## src/rtl/pwrp_pkg.sv

```systemverilog
// Shared types for the source power path controller.
// Assumes the connection state is a 3-bit code produced by the CC state machine.
package pwrp_pkg;

    typedef enum logic [2:0] {
        CONN_NONE     = 3'd0,
        CONN_SRC      = 3'd1,
        CONN_DBG_UNOR = 3'd2,
        CONN_DBG_OR   = 3'd3,
        CONN_AUDIO    = 3'd4
    } conn_e;

    typedef enum logic {
        RS_IDLE = 1'b0,
        RS_HOLD = 1'b1
    } rec_e;

    typedef struct packed {
        logic over_temp;
        logic pullup_bad;
        logic cc_ov;
    } hw_flt_t;

endpackage

```

## src/rtl/pwrp_qualify.sv

```systemverilog
// Combinational qualification of the power enable.
// Produces the state, supply and VBUS conditions plus a combined fault request.
// Assumes en_on is the current registered enable, which selects supply or VBUS supervision.
module pwrp_qualify
    import pwrp_pkg::*;
(
    input  logic [2:0] conn_state,
    input  logic       uv_en,
    input  logic       above_uv,
    input  logic       ov_en,
    input  logic       below_ov,
    input  logic       win_en,
    input  logic       in_win,
    input  logic       present,
    input  hw_flt_t    hw_flt,
    input  logic       en_on,
    output logic       conn_ok,
    output logic       supply_ok,
    output logic       vbus_ok,
    output logic       fault_hit
);

    logic uv_fail;
    logic ov_fail;

    // Only attached source and the two debug accessory states may carry power.
    always_comb begin
        conn_ok = (conn_state == CONN_SRC) ||
                  (conn_state == CONN_DBG_UNOR) ||
                  (conn_state == CONN_DBG_OR);
    end

    // Each supply comparator counts only when its check is enabled.
    always_comb begin
        uv_fail   = uv_en & ~above_uv;
        ov_fail   = ov_en & ~below_ov;
        supply_ok = ~uv_fail & ~ov_fail;
    end

    // The VBUS condition is either the full window or plain presence.
    always_comb begin
        vbus_ok = win_en ? in_win : present;
    end

    // Any hardware flag, VBUS loss while powered, or supply failure before power.
    always_comb begin
        fault_hit = hw_flt.over_temp | hw_flt.pullup_bad | hw_flt.cc_ov |
                    (en_on & conn_ok & ~vbus_ok) |
                    (~en_on & conn_ok & (uv_fail | ov_fail));
    end

endmodule

```

## src/rtl/pwrp_recovery.sv

```systemverilog
// Timed error-recovery sequencer.
// Once a fault request is accepted, it holds busy for RECOV_MS millisecond ticks,
// then issues a one-cycle done pulse. Requests are ignored while busy.
// Assumes ms_tick is a single-cycle pulse synchronous to clk.
module pwrp_recovery
    import pwrp_pkg::*;
#(
    parameter int RECOV_MS = 25,
    localparam int CNT_W   = $clog2(RECOV_MS + 1)
) (
    input  logic clk,
    input  logic rst_n,
    input  logic ms_tick,
    input  logic fault_req,
    output logic busy,
    output logic done_pulse
);

    localparam logic [CNT_W-1:0] LAST_TICK = CNT_W'(RECOV_MS - 1);

    rec_e             state_q;
    logic [CNT_W-1:0] tick_cnt_q;
    logic             last_tick;

    assign last_tick = ms_tick && (tick_cnt_q == LAST_TICK);

    // Episode state, tick counter and done pulse.
    always_ff @(posedge clk) begin
        if (!rst_n) begin
            state_q    <= RS_IDLE;
            tick_cnt_q <= '0;
            done_pulse <= 1'b0;
        end else begin
            done_pulse <= 1'b0;
            case (state_q)
                RS_IDLE: begin
                    tick_cnt_q <= '0;
                    if (fault_req) begin
                        state_q <= RS_HOLD;
                    end
                end
                RS_HOLD: begin
                    if (last_tick) begin
                        state_q    <= RS_IDLE;
                        tick_cnt_q <= '0;
                        done_pulse <= 1'b1;
                    end else if (ms_tick) begin
                        tick_cnt_q <= tick_cnt_q + 1'b1;
                    end
                end
                default: state_q <= RS_IDLE;
            endcase
        end
    end

    assign busy = (state_q == RS_HOLD);

    AST_CNT_IN_RANGE: assert property (@(posedge clk) disable iff (!rst_n)
        busy |-> (tick_cnt_q < CNT_W'(RECOV_MS)));
    AST_DONE_ONE_CYCLE: assert property (@(posedge clk) disable iff (!rst_n)
        done_pulse |=> !done_pulse);
    AST_HOLD_NO_TICK: assert property (@(posedge clk) disable iff (!rst_n)
        (busy && !ms_tick) |=> (busy && $stable(tick_cnt_q)));
    AST_DONE_AFTER_HOLD: assert property (@(posedge clk) disable iff (!rst_n)
        $rose(done_pulse) |-> $past(busy));

endmodule

```

## src/rtl/pwr_path_ctrl.sv

```systemverilog
// Source power path enable with fault recovery (top).
// Registers an active-low power enable from the state, supply and VBUS checks.
// Supervision moves from the supply to VBUS once the enable is on.
// Forwards faults to the recovery sequencer.
// Assumes all inputs are synchronous to clk.
module pwr_path_ctrl
    import pwrp_pkg::*;
#(
    parameter int RECOV_MS = 25
) (
    input  logic       clk,
    input  logic       rst_n,
    input  logic       ms_tick,
    input  logic [2:0] conn_state,
    input  logic       sup_uv_chk_en,
    input  logic       sup_above_uv,
    input  logic       sup_ov_chk_en,
    input  logic       sup_below_ov,
    input  logic       vbus_win_chk_en,
    input  logic       vbus_in_window,
    input  logic       vbus_present,
    input  logic       flt_over_temp,
    input  logic       flt_pullup_bad,
    input  logic       flt_cc_ov,
    output logic       pwr_en_n,
    output logic       term_remove,
    output logic       recov_done
);

    hw_flt_t hw_flt;
    logic    conn_ok;
    logic    supply_ok;
    logic    vbus_ok;
    logic    fault_hit;
    logic    rec_busy;
    logic    en_on_q;
    logic    en_d;

    assign hw_flt = '{over_temp: flt_over_temp, pullup_bad: flt_pullup_bad, cc_ov: flt_cc_ov};

    pwrp_qualify u_qual (
        .conn_state (conn_state),
        .uv_en      (sup_uv_chk_en),
        .above_uv   (sup_above_uv),
        .ov_en      (sup_ov_chk_en),
        .below_ov   (sup_below_ov),
        .win_en     (vbus_win_chk_en),
        .in_win     (vbus_in_window),
        .present    (vbus_present),
        .hw_flt     (hw_flt),
        .en_on      (en_on_q),
        .conn_ok    (conn_ok),
        .supply_ok  (supply_ok),
        .vbus_ok    (vbus_ok),
        .fault_hit  (fault_hit)
    );

    pwrp_recovery #(
        .RECOV_MS (RECOV_MS)
    ) u_rec (
        .clk        (clk),
        .rst_n      (rst_n),
        .ms_tick    (ms_tick),
        .fault_req  (fault_hit),
        .busy       (rec_busy),
        .done_pulse (recov_done)
    );

    // Next enable: supply gates only the first assertion, VBUS gates always.
    always_comb begin
        en_d = ~rec_busy & ~fault_hit & conn_ok & vbus_ok & (en_on_q | supply_ok);
    end

    // Glitch-free registered enable, forced off in reset.
    always_ff @(posedge clk) begin
        if (!rst_n) begin
            en_on_q <= 1'b0;
        end else begin
            en_on_q <= en_d;
        end
    end

    assign pwr_en_n    = ~en_on_q;
    assign term_remove = rec_busy;

    AST_EN_ONLY_ATTACHED: assert property (@(posedge clk) disable iff (!rst_n)
        !pwr_en_n |-> $past(conn_ok));
    AST_FIRST_ON_SUPPLY: assert property (@(posedge clk) disable iff (!rst_n)
        $fell(pwr_en_n) |-> $past(supply_ok));
    AST_ON_NEEDS_VBUS: assert property (@(posedge clk) disable iff (!rst_n)
        !pwr_en_n |-> $past(vbus_ok));
    AST_FAULT_ENTERS: assert property (@(posedge clk) disable iff (!rst_n)
        (fault_hit && !rec_busy) |=> (term_remove && pwr_en_n));
    AST_OFF_IN_RECOV: assert property (@(posedge clk) disable iff (!rst_n)
        term_remove |-> pwr_en_n);
    AST_RESET_OFF: assert property (@(posedge clk)
        !rst_n |=> (pwr_en_n && !term_remove && !recov_done));

endmodule

```

## config.mk

```make
export PLATFORM = sky130hd
export DESIGN_NAME = pwr_path_ctrl
export DESIGN_NICKNAME = d
export VERILOG_FILES = /design/src/rtl/pwrp_pkg.sv /design/src/rtl/pwrp_qualify.sv /design/src/rtl/pwrp_recovery.sv /design/src/rtl/pwr_path_ctrl.sv
export SDC_FILE = /design/constraint.sdc
export NUM_CORES = 1
export LEC_CHECK = 0
export BUFFER_PORTS_ARGS = -buffer_cell sky130_fd_sc_hd__buf_2
export CAP_MARGIN = 20
export CORE_AREA = 2 2 39 41
export CTS_BUF_LIST = sky130_fd_sc_hd__clkbuf_4 sky130_fd_sc_hd__clkbuf_8 sky130_fd_sc_hd__clkbuf_16
export CTS_CLUSTER_DIAMETER = 60
export CTS_CLUSTER_SIZE = 14
export DETAILED_ROUTE_END_ITERATION = 10
export DIE_AREA = 0 0 41 43
export GPL_TIMING_DRIVEN = 0
export SLEW_MARGIN = 20
export SYNTH_ARGS = -nofsm -noshare
export SYNTH_HDL_FRONTEND = slang
export SYNTH_SLANG_ARGS = --single-unit
```

## constraint.sdc

```tcl
create_clock -name clk -period 3.2 [get_ports clk]
set_input_delay 0 -clock clk [delete_from_list [all_inputs] [get_ports clk]]
set_output_delay 0 -clock clk [all_outputs]
set_load 0.02 [all_outputs]
```

==> metrics <==
Max clock buf depth=2; min-delay src=rst_n; most numerous cell in the Yosys netlist=dfxtp_1; RSZ-0062 raised after global routing=false; I/O Pins=19; ys flop type=dfxtp_1; initial antenna violation count=0; gr busiest metal=met1; Reg area=~160 µm²; P_int=0.000157 W; final number of setup-violating endpoints=0; clock latency at the later pin of the worst-skew pair=0.25 ns; Inst Count DP=83; worst hold path stage count=3; critical path data arrival time=1.39 ns; synthesized net count=68; routability cong.=0.708; synth top area cells=dfxtp_1 (37%), o211ai_1 (7.0%), ha_1 (5.8%), nand2b_1 (5.8%), a21oi_1 (4.7%); Remaining Overflow, GRT=0; M3 GR Usage=3.14%; critical path type=flop to flop; largest net degree at the start of global routing=10; internal reg-to-reg setup slack=between 1.5 and 2 ns; Post-CTS Hold Buffers=0; Seq/Total Area, Yosys=between 30% and 40%; relative slew slack=82.0%; Final TNS setup=0 ns; vias in the first global route=378; DRC=0; Root Driver=clkbuf_4; # diodes=0; CTS tree=built; vias per cell=roughly 4.8; layout cell share with drive strength beyond 1=between 30% and 40%; number of fill cells in the layout=approximately 150; CTS resizes=0; post-CTS setup buffers=0; Placed Instance Area=between 500 and 600 µm²; num rows=14; Bufs and invs on worst path=1; wire length of the first global-routing pass=around 1500 µm; wire length per cell=9.35 µm; mean area per synthesized cell=8.58 µm²; Min-Delay Endpoint=u_rec.busy; share of the synthesized area in the top cell type=37.3%; clock slew at reported path FFs=0.06 ns; Syn Inst Count=50; H-tree lvl count=1; Critical Path Start Type=flop; Worst path slowest cell=dfxtp_1; worst path cell trace=inv_1 -> ha_1 -> nand4_1 -> nor3b_1 -> o32ai_1; final non-filler cell total=86; Yosys reg bits=8; global-route met2 utilization=16.6%; post-layout instance area=557 µm²; final core occ=40.2%; Core Box Area=0.00138 mm²; die span in y=43 µm; clock share of power=36.7%; maximum vdd drop=216 µV; max_cap viols=0; total track usage=between 10% and 20%; yosys warns=0; worst slew pin tran=0.267 ns; EDFF count, synth=0; sequential power share=51.2%; largest area contributor in the netlist=dfxtp_1; port bufs=17; Via Count=410; CP endpoint kind=flop; max-slew violation count=0; sw power=0.0000449 W; met1 global-route usage=16.9%; Tmin final=1.26 ns; Pre-Repair DR Iteration Count=4; reg2reg start=u_rec.tick_cnt_q[0]; Async SR Flop Fraction=0%; Cell variety after synth=22; Hold Crit Class=primary input to flop; Top delay family on crit path=simple AND/OR/NAND/NOR gates; cell depth of the worst flop-to-flop path=5; Detailed Place HPWL=653 µm; Area growth syn-to-layout=29.7%; Synth top cells by count=dfxtp_1 (8), a21oi_1 (4), nand2b_1 (4), o211ai_1 (4); period utilization=39.4%; combinational share of power=12.1%; antenna-violating nets left=0; Layout Skew=0.0114 ns; Fmax=0.794 GHz; multi-input logic area=248 µm²; final WL=804 µm; initial core utilization=31.0%; Synth Cell Area=roughly 430 µm²; leakage power=0.234 nW; capture point of the worst reg-to-reg path=u_rec.busy; status=complete, no violations; DIE AREA=roughly 0.0018 mm²; Iteration-0 DRC Markers=7; Max stage delay on crit path=0.33 ns; CTS sink cnt=8; Worst Path Max Fanout=5; PD cells=363 mW/mm²; Die Wd=41 µm; WP data required=3.33 ns; TritonCTS buffer count=3; switching part of the total power=approximately 22%; Hold Vio Cnt, Final=0; Nets=90
==> power by group through the flow <==
stage	Combinational [W]	Sequential, W	Clock [W]
4_1_cts	0.0000245	0.000104	0.0000789
6_report	0.0000244	0.000104	0.0000743
3_5_place_dp	0.0000245	0.000106	0
3_3_place_gp	0.0000241	0.000106	0
2_1_floorplan	0.0000117	0.000107	0
5_1_grt	0.0000281	0.000104	0.0000829
==> cell families (layout without fill, tap and decap cells) <==
logic type	Yosys count	count (layout)	share of synthesized area [%]
muxes	1	1	2.33
adders and majority gates	2	2	5.83
and+or+nand+nor	21	21	28.6
xor gates and xnor gates	2	2	4.08
AOI/OAI and AO/OA	11	11	16.9
buffers and inverters	5	25	4.96
DFF	8	8	37.3
==> worst max-delay path by stage <==
stage | from | endpoint | cells past startpoint
after global routing | u_rec.tick_cnt_q[0] | u_rec.busy | 5
after floorplan | u_rec.tick_cnt_q[0] | u_rec.busy | 5
final | u_rec.tick_cnt_q[0] | u_rec.busy | 5
after CTS | u_rec.tick_cnt_q[0] | u_rec.busy | 5
after detailed placement | u_rec.tick_cnt_q[0] | u_rec.busy | 5
after global placement | u_rec.tick_cnt_q[0] | u_rec.busy | 5
==> tightest hold or removal path: stages <==
cell and delay [ns]:
buf_2 0.11, o41ai_1 0.05, o32ai_1 0.07
==> layout make-up <==
class                           instances  share of cell area [%]
Buffer                                  2                    1.80
Clock buffer                            3                    4.04
Inverter                                3                    2.02
Multi-Input combinational cell         37                    44.5
Sequential cell                         8                    28.8
Tap cell                               16                    3.60
Timing Repair Buffer                   17                    15.3
==> registers in the layout, summed over array words and instances, names as in the netlist <==
| register | flops |
|---|---|
| u_rec.tick_cnt_q | 5 |
| en_on_q | 1 |
| u_rec.busy | 1 |
| u_rec.done_pulse | 1 |
==> per-layer routing <==
layer / routed length [µm] / vias to the layer above
met5: 0 / -
met4: 14 / 0
met3: 42 / 2
met2: 370 / 16
met1: 376 / 168
li1: - / 224
==> placed cells by master, fill, tap and decap left out, drive strengths merged, types with 2 or more instances in the layout <==
master	count
dfxtp	8
nand2	3
nor2	3
nor3	4
buf	19
xor2	2
nand2b	4
nand4	2
inv	3
o211ai	4
ha	2
a21oi	4
clkbuf	3
==> metrics by stage <==
stage          power, W  hold WS (ns)  setup WS, ns
3_3_place_gp   0.000130         0.291          1.96
5_1_grt        0.000215        0.0413          1.77
2_1_floorplan  0.000118         0.159          2.07
6_report       0.000202        0.0298          1.94
3_5_place_dp   0.000130         0.291          1.94
4_1_cts        0.000207        0.0209          1.93
No activity file was read; power rests on OpenSTA's default activity.
